## config.mk

```make
export PLATFORM = sky130hd
export DESIGN_NAME = brk_match_channel
export DESIGN_NICKNAME = d
export VERILOG_FILES = /design/src/rtl/brk_pkg.sv /design/src/rtl/brk_regs.sv /design/src/rtl/brk_qualify.sv /design/src/rtl/brk_seq.sv /design/src/rtl/brk_match_channel.sv
export SDC_FILE = /design/constraint.sdc
export NUM_CORES = 1
export LEC_CHECK = 0
export BUFFER_PORTS_ARGS = -buffer_cell sky130_fd_sc_hd__buf_2
export CAP_MARGIN = 20
export CORE_ASPECT_RATIO = 1.4
export CORE_MARGIN = 2
export CORE_UTILIZATION = 49
export DETAILED_ROUTE_END_ITERATION = 16
export PLACE_DENSITY_LB_ADDON = 0.1
export SLEW_MARGIN = 20
export SYNTH_ARGS = -nofsm -noshare
export SYNTH_HDL_FRONTEND = slang
export SYNTH_SLANG_ARGS = --single-unit
```

## constraint.sdc

```tcl
create_clock -name clk -period 2.3 [get_ports clk]
set_clock_uncertainty 0.1 [all_clocks]
set_input_delay 0.46 -clock clk [delete_from_list [all_inputs] [get_ports clk]]
set_output_delay 0.46 -clock clk [all_outputs]
set_load 0.05 [all_outputs]
```

## src/rtl/brk_pkg.sv

```systemverilog
package brk_pkg;
    typedef enum logic [1:0] {
        ST_IDLE  = 2'd0,
        ST_ACCUM = 2'd1,
        ST_FIRE  = 2'd2
    } brk_state_e;

    localparam logic [1:0] ADR_CTRL  = 2'd0;
    localparam logic [1:0] ADR_VALUE = 2'd1;
    localparam logic [1:0] ADR_COUNT = 2'd2;

    localparam logic [2:0] SZ_ANY  = 3'd0;
    localparam logic [2:0] SZ_QUAD = 3'd4;
endpackage

```

## src/rtl/brk_regs.sv

```systemverilog
module brk_regs
    import brk_pkg::*;
#(
    parameter int ASID_W = 8,
    parameter int DATA_W = 32,
    parameter int CNT_W  = 12,
    parameter int REG_W  = 32
) (
    input  logic              clk,
    input  logic              rst,
    input  logic              wr_en,
    input  logic              rd_en,
    input  logic [1:0]        addr,
    input  logic [REG_W-1:0]  wdata,
    output logic [REG_W-1:0]  rdata,
    output logic [ASID_W-1:0] asid,
    output logic              cyc_op,
    output logic              data_en,
    output logic [2:0]        size_sel,
    output logic              cnt_en,
    output logic [DATA_W-1:0] value,
    output logic [CNT_W-1:0]  target,
    output logic              target_wr
);
    localparam int CYC_BIT = ASID_W;
    localparam int DEN_BIT = ASID_W + 1;
    localparam int SZ_LSB  = ASID_W + 2;
    localparam int CEN_BIT = ASID_W + 5;

    assign target_wr = wr_en && (addr == ADR_COUNT);

    always_ff @(posedge clk) begin
        if (rst) begin
            asid     <= '0;
            cyc_op   <= 1'b0;
            data_en  <= 1'b0;
            size_sel <= '0;
            cnt_en   <= 1'b0;
            value    <= '0;
            target   <= '0;
        end else if (wr_en) begin
            unique case (addr)
                ADR_CTRL: begin
                    asid     <= wdata[ASID_W-1:0];
                    cyc_op   <= wdata[CYC_BIT];
                    data_en  <= wdata[DEN_BIT];
                    size_sel <= wdata[SZ_LSB +: 3];
                    cnt_en   <= wdata[CEN_BIT];
                end
                ADR_VALUE: value  <= wdata[DATA_W-1:0];
                ADR_COUNT: target <= wdata[CNT_W-1:0];
                default: ;
            endcase
        end
    end

    always_ff @(posedge clk) begin
        if (rst) begin
            rdata <= '0;
        end else if (rd_en) begin
            rdata <= '0;
            unique case (addr)
                ADR_CTRL: begin
                    rdata[ASID_W-1:0]  <= asid;
                    rdata[CYC_BIT]     <= cyc_op;
                    rdata[DEN_BIT]     <= data_en;
                    rdata[SZ_LSB +: 3] <= size_sel;
                    rdata[CEN_BIT]     <= cnt_en;
                end
                ADR_VALUE: rdata[DATA_W-1:0] <= value;
                ADR_COUNT: rdata[CNT_W-1:0]  <= target;
                default: ;
            endcase
        end
    end
endmodule

```

## src/rtl/brk_qualify.sv

```systemverilog
module brk_qualify
    import brk_pkg::*;
#(
    parameter int ASID_W = 8,
    parameter int DATA_W = 32
) (
    input  logic              bus_valid,
    input  logic              bus_is_operand,
    input  logic [ASID_W-1:0] bus_asid,
    input  logic [2:0]        bus_size,
    input  logic [DATA_W-1:0] bus_data,
    input  logic [ASID_W-1:0] asid,
    input  logic              cyc_op,
    input  logic              data_en,
    input  logic [2:0]        size_sel,
    input  logic [DATA_W-1:0] value,
    output logic              hit
);
    logic size_ok;
    logic data_ok;
    logic common_ok;

    always_comb begin
        if (size_sel == SZ_ANY)
            size_ok = 1'b1;
        else if (size_sel <= SZ_QUAD)
            size_ok = (bus_size == size_sel);
        else
            size_ok = 1'b0;
    end

    assign data_ok   = !data_en || (bus_data == value);
    assign common_ok = bus_valid && (bus_asid == asid) && (bus_is_operand == cyc_op);
    assign hit       = common_ok && (!bus_is_operand || (size_ok && data_ok));
endmodule

```

## src/rtl/brk_seq.sv

```systemverilog
module brk_seq
    import brk_pkg::*;
#(
    parameter int CNT_W = 12
) (
    input  logic             clk,
    input  logic             rst,
    input  logic             hit,
    input  logic             cnt_en,
    input  logic [CNT_W-1:0] target,
    input  logic             clr,
    output logic             brk_req
);
    brk_state_e       state_q, state_d;
    logic [CNT_W-1:0] cnt_q, cnt_d;
    logic [CNT_W-1:0] cnt_inc;

    assign cnt_inc = cnt_q + 1'b1;

    always_comb begin
        state_d = state_q;
        cnt_d   = cnt_q;
        if (clr) begin
            state_d = ST_IDLE;
            cnt_d   = '0;
        end else if (hit && (!cnt_en || (cnt_inc == target))) begin
            state_d = ST_FIRE;
            cnt_d   = '0;
        end else if (hit) begin
            state_d = ST_ACCUM;
            cnt_d   = cnt_inc;
        end else begin
            state_d = (cnt_q != '0) ? ST_ACCUM : ST_IDLE;
        end
    end

    always_ff @(posedge clk) begin
        if (rst) begin
            state_q <= ST_IDLE;
            cnt_q   <= '0;
        end else begin
            state_q <= state_d;
            cnt_q   <= cnt_d;
        end
    end

    always_comb begin
        unique case (state_q)
            ST_IDLE:  brk_req = 1'b0;
            ST_ACCUM: brk_req = 1'b0;
            ST_FIRE:  brk_req = 1'b1;
            default:  brk_req = 1'b0;
        endcase
    end
endmodule

```

## src/rtl/brk_match_channel.sv

```systemverilog
module brk_match_channel
    import brk_pkg::*;
#(
    parameter int ASID_W = 8,
    parameter int DATA_W = 32,
    parameter int CNT_W  = 12,
    parameter int REG_W  = 32
) (
    input  logic              clk,
    input  logic              rst,
    input  logic              cfg_wr_en,
    input  logic              cfg_rd_en,
    input  logic [1:0]        cfg_addr,
    input  logic [REG_W-1:0]  cfg_wdata,
    output logic [REG_W-1:0]  cfg_rdata,
    input  logic              bus_valid,
    input  logic              bus_is_operand,
    input  logic [ASID_W-1:0] bus_asid,
    input  logic [2:0]        bus_size,
    input  logic [DATA_W-1:0] bus_data,
    output logic              brk_req
);
    logic [ASID_W-1:0] c_asid;
    logic              c_cyc_op;
    logic              c_data_en;
    logic [2:0]        c_size;
    logic              c_cnt_en;
    logic [DATA_W-1:0] c_value;
    logic [CNT_W-1:0]  c_target;
    logic              clr_cnt;
    logic              hit;

    brk_regs #(.ASID_W(ASID_W), .DATA_W(DATA_W), .CNT_W(CNT_W), .REG_W(REG_W)) u_regs (
        .clk(clk), .rst(rst), .wr_en(cfg_wr_en), .rd_en(cfg_rd_en), .addr(cfg_addr),
        .wdata(cfg_wdata), .rdata(cfg_rdata), .asid(c_asid), .cyc_op(c_cyc_op),
        .data_en(c_data_en), .size_sel(c_size), .cnt_en(c_cnt_en), .value(c_value),
        .target(c_target), .target_wr(clr_cnt)
    );

    brk_qualify #(.ASID_W(ASID_W), .DATA_W(DATA_W)) u_qual (
        .bus_valid(bus_valid), .bus_is_operand(bus_is_operand), .bus_asid(bus_asid),
        .bus_size(bus_size), .bus_data(bus_data), .asid(c_asid), .cyc_op(c_cyc_op),
        .data_en(c_data_en), .size_sel(c_size), .value(c_value), .hit(hit)
    );

    brk_seq #(.CNT_W(CNT_W)) u_seq (
        .clk(clk), .rst(rst), .hit(hit), .cnt_en(c_cnt_en), .target(c_target),
        .clr(clr_cnt), .brk_req(brk_req)
    );
endmodule

```

==> run metrics <==
status complete, but fails checks; failing checks negative setup slack; num rows 44; CTS tree yes; maximum vdd drop 0.3455 mV; simple-gate share of the synthesized area 24.69%; Final Hold Fails 0; IO Pins 116; dpl cells 929; synth warn 0; worst-path cell chain ha_4 -> and4_4 -> buf_4 -> and3_1 -> o22ai_2 -> nor3_2 -> a41oi_4 -> clkbuf_16 -> a21oi_1 -> o22ai_1; Layout Cells excl Fill 950; WL/cell 17.72 um; CTS Sinks 104; die area 11410 sq um; area grow syn2layout 31.22%; Reg2Reg Setup Slack -0.004 ns; Netlist cell types 51; R2R Path End u_seq.cnt_q[7]; mux cell area share after synthesis 4.063%; initial antenna violation count 0; Pwr Density 572.8 nW/um^2; register area share after synthesis 40.24%; final total power 3889 uW; Initial Utilization 49.99%; Arrival @ worst endpoint 2.44 ns; Clock Latency Late Sink 0.35 ns; Nets 892; WHS Path Cells 3; Rel. slew slack 37.68%; setup TNS -0.005222 ns; Crit-path slowest cell dfxtp_4; Critical Path End Type register; Antenna diodes 0; final wirelength 16.84 mm; critical path type reg -> reg; Mapped Cells 652; DR vias/cell 5.492; Setup violations, final 2; DP Wirelength 12.63 mm; Critical Path RT 2.44 ns; post-route minimum period 2.304 ns; FMAX 0.4341 GHz; post-synthesis cell area 5174 sq um; crit-path max cell delay 0.39 ns; Post-Synth Adder-Cell Area 0.7013%; fin crit share 100.2%; clk buf depth 2; Avg Inst Size Synth 7.935 sq um; largest net degree at the start of global routing 91; Chip Width 90.85 um; Worst-Margin Slew 0.9347 ns; Detail Route Antenna Nets 0; count of flip-flops with a built-in enable after synthesis 0; CP Launch Type register; layout cells sized above 1 30.91%; largest family of logic cells by synthesized area simple AND/OR/NAND/NOR gates; min-delay worst type in -> reg; Setup WS post-layout -0.003555 ns; total grt overflow 0; MaxCap Viol Count 0; Inserted Clock Buffers 9; RSZ-0062 raised after global routing true; fin. max-slew vios 0; Initial DRT Pass Iterations 4; Leak 0.002800 uW; worst r2r src u_seq.cnt_q[1]; chip height 125.6 um; Vias 5217; Post-synth ARST share 0%; WHS Endpoint u_regs.value[15]; via count of the first global-routing pass 5129; crit path buf inv count 2; Net Count, Synth 737; Port Buf Inserts 115; Placer Congestion 0.8874; compound-cell area share of the yosys netlist 16.74%; first-pass GRT wire length 25.65 mm; DR iter-0 viols 433; top cell family by delay on the critical path simple AND/OR/NAND/NOR gates; ys flop type dfxtp_1; All-Layer GR Usage 28.79%; final core utilization 65.59%; Crit Path Max Fanout 8; Root Buffer Master clkbuf_16; hold_ws 0.2378 ns; XOR/XNOR share of the synthesized area 9.093%; R2R depth 10; Worst-path clk slew 0.08 ns; CTS HTree Levels 3; register bit total from synthesis 104; Hold Crit Start cfg_wdata[15]; # DRC 0; CORE AREA 10350 sq um
==> synth_stat cells (all sizes together) (9+ instances only) <==
cell type,n,share of area [%]
xnor2,17,3.2
inv,9,0.65
mux2i,21,4.1
nor4,10,1.2
nand3,14,1.5
nand2,135,9.8
nor2,51,3.7
a211oi,15,2.2
xor2,35,5.9
clkbuf,29,2.1
nor2b,22,2.7
dfxtp,104,40
nand4,12,1.5
buf,15,1.7
a21oi,105,10
==> state kept, by name (all words and copies together) (netlist names) <==
| register | cells |
|---|---|
| u_regs.cyc_op | 1 |
| u_regs.value | 32 |
| u_seq.cnt_q | 12 |
| u_regs.target | 12 |
| u_regs.rdata | 32 |
| u_regs.size_sel | 3 |
| u_seq.state_q | 2 |
| u_regs.cnt_en | 1 |
| u_regs.asid | 8 |
| u_regs.data_en | 1 |
==> final cells by class <==
type / instances / area (sq um)
Fill cell: 951 / 3561
Multi-Input combinational cell: 495 / 3000
Sequential cell: 104 / 2111
Timing Repair Buffer: 188 / 1182
Clock buffer: 9 / 225.2
Tap cell: 138 / 172.7
Clock inverter: 7 / 63.81
Inverter: 9 / 33.78
==> cells by family (layout without fill, tap and decap cells) <==
logic type                 Yosys count  after routing
AOI/OAI and AO/OA                  145            145
xor gates and xnor gates            52             52
adders and majority gates            3              3
buffers and inverters               53            213
DFF                                104            104
muxes                               21             21
and+or+nand+nor                    274            274
==> through the flow <==
step / setup slack (ns) / cell area (sq um)
after global routing: -0.07161 / 6789
after floorplan: 0.008977 / 5181
after CTS: 0.0007676 / 6565
after global placement: -0.1803 / 6252
after detailed placement: -0.1206 / 6252
final: -0.003555 / 6789
==> worst min-delay path, cell delays in order <==
cell     delay (ns)
buf_2          0.09
nand2_1        0.05
a21oi_1        0.05
==> per-layer routing <==
| metal | vias to the layer above | track usage (%) | routed length [um] |
|---|---|---|---|
| met1 | 2423 | 29.04 | 5975 |
| li1 | 2537 | - | - |
| met5 | - | 0 | 0 |
| met2 | 201 | 54.35 | 9035 |
| met4 | 0 | 17.56 | 991 |
| met3 | 56 | 4.880 | 832 |
==> power breakdown <==
group          internal [uW]  switching (uW)
combinational            188             287
clock                    763             767
sequential              1840            46.3
total                   2790            1100
==> cell usage in the layout (no fill, tap or decap), types with 7 or more instances in the layout <==
master / instances
clkbuf_16: 11
a211oi_1: 13
dfxtp_1: 95
nor2b_1: 22
a21oi_1: 97
mux2i_1: 21
dfxtp_4: 7
xnor2_1: 13
inv_1: 9
a21oi_2: 7
xor2_1: 35
nor4_1: 9
nand3_1: 12
nor2_1: 51
nand2_1: 133
buf_4: 67
nand4_1: 12
buf_2: 115
==> how the worst max path moves through the flow <==
| stage | startpoint | end | slack [ns] | cells after the start |
|---|---|---|---|---|
| final | u_seq.cnt_q[1] | u_seq.cnt_q[7] | -0.004 | 10 |
| after global routing | u_seq.cnt_q[1] | u_seq.cnt_q[7] | -0.07 | 10 |
| after CTS | u_seq.cnt_q[5] | u_seq.cnt_q[11] | 0.0008 | 10 |
| after detailed placement | bus_data[29] | u_seq.cnt_q[9] | -0.12 | 11 |
| after global placement | bus_data[29] | u_seq.cnt_q[6] | -0.18 | 11 |
| after floorplan | u_seq.cnt_q[0] | u_seq.cnt_q[9] | 0.009 | 10 |
==> timing repair <==
action	CTS	global route
setup endpoints to repair	10	11
pin swaps	0	20
gates cloned	0	2
resized for setup	7	35
hold buffers	0	0
buffers inserted	0	4
hold endpoints to repair	0	0
Power figures use the tool's default switching activity.
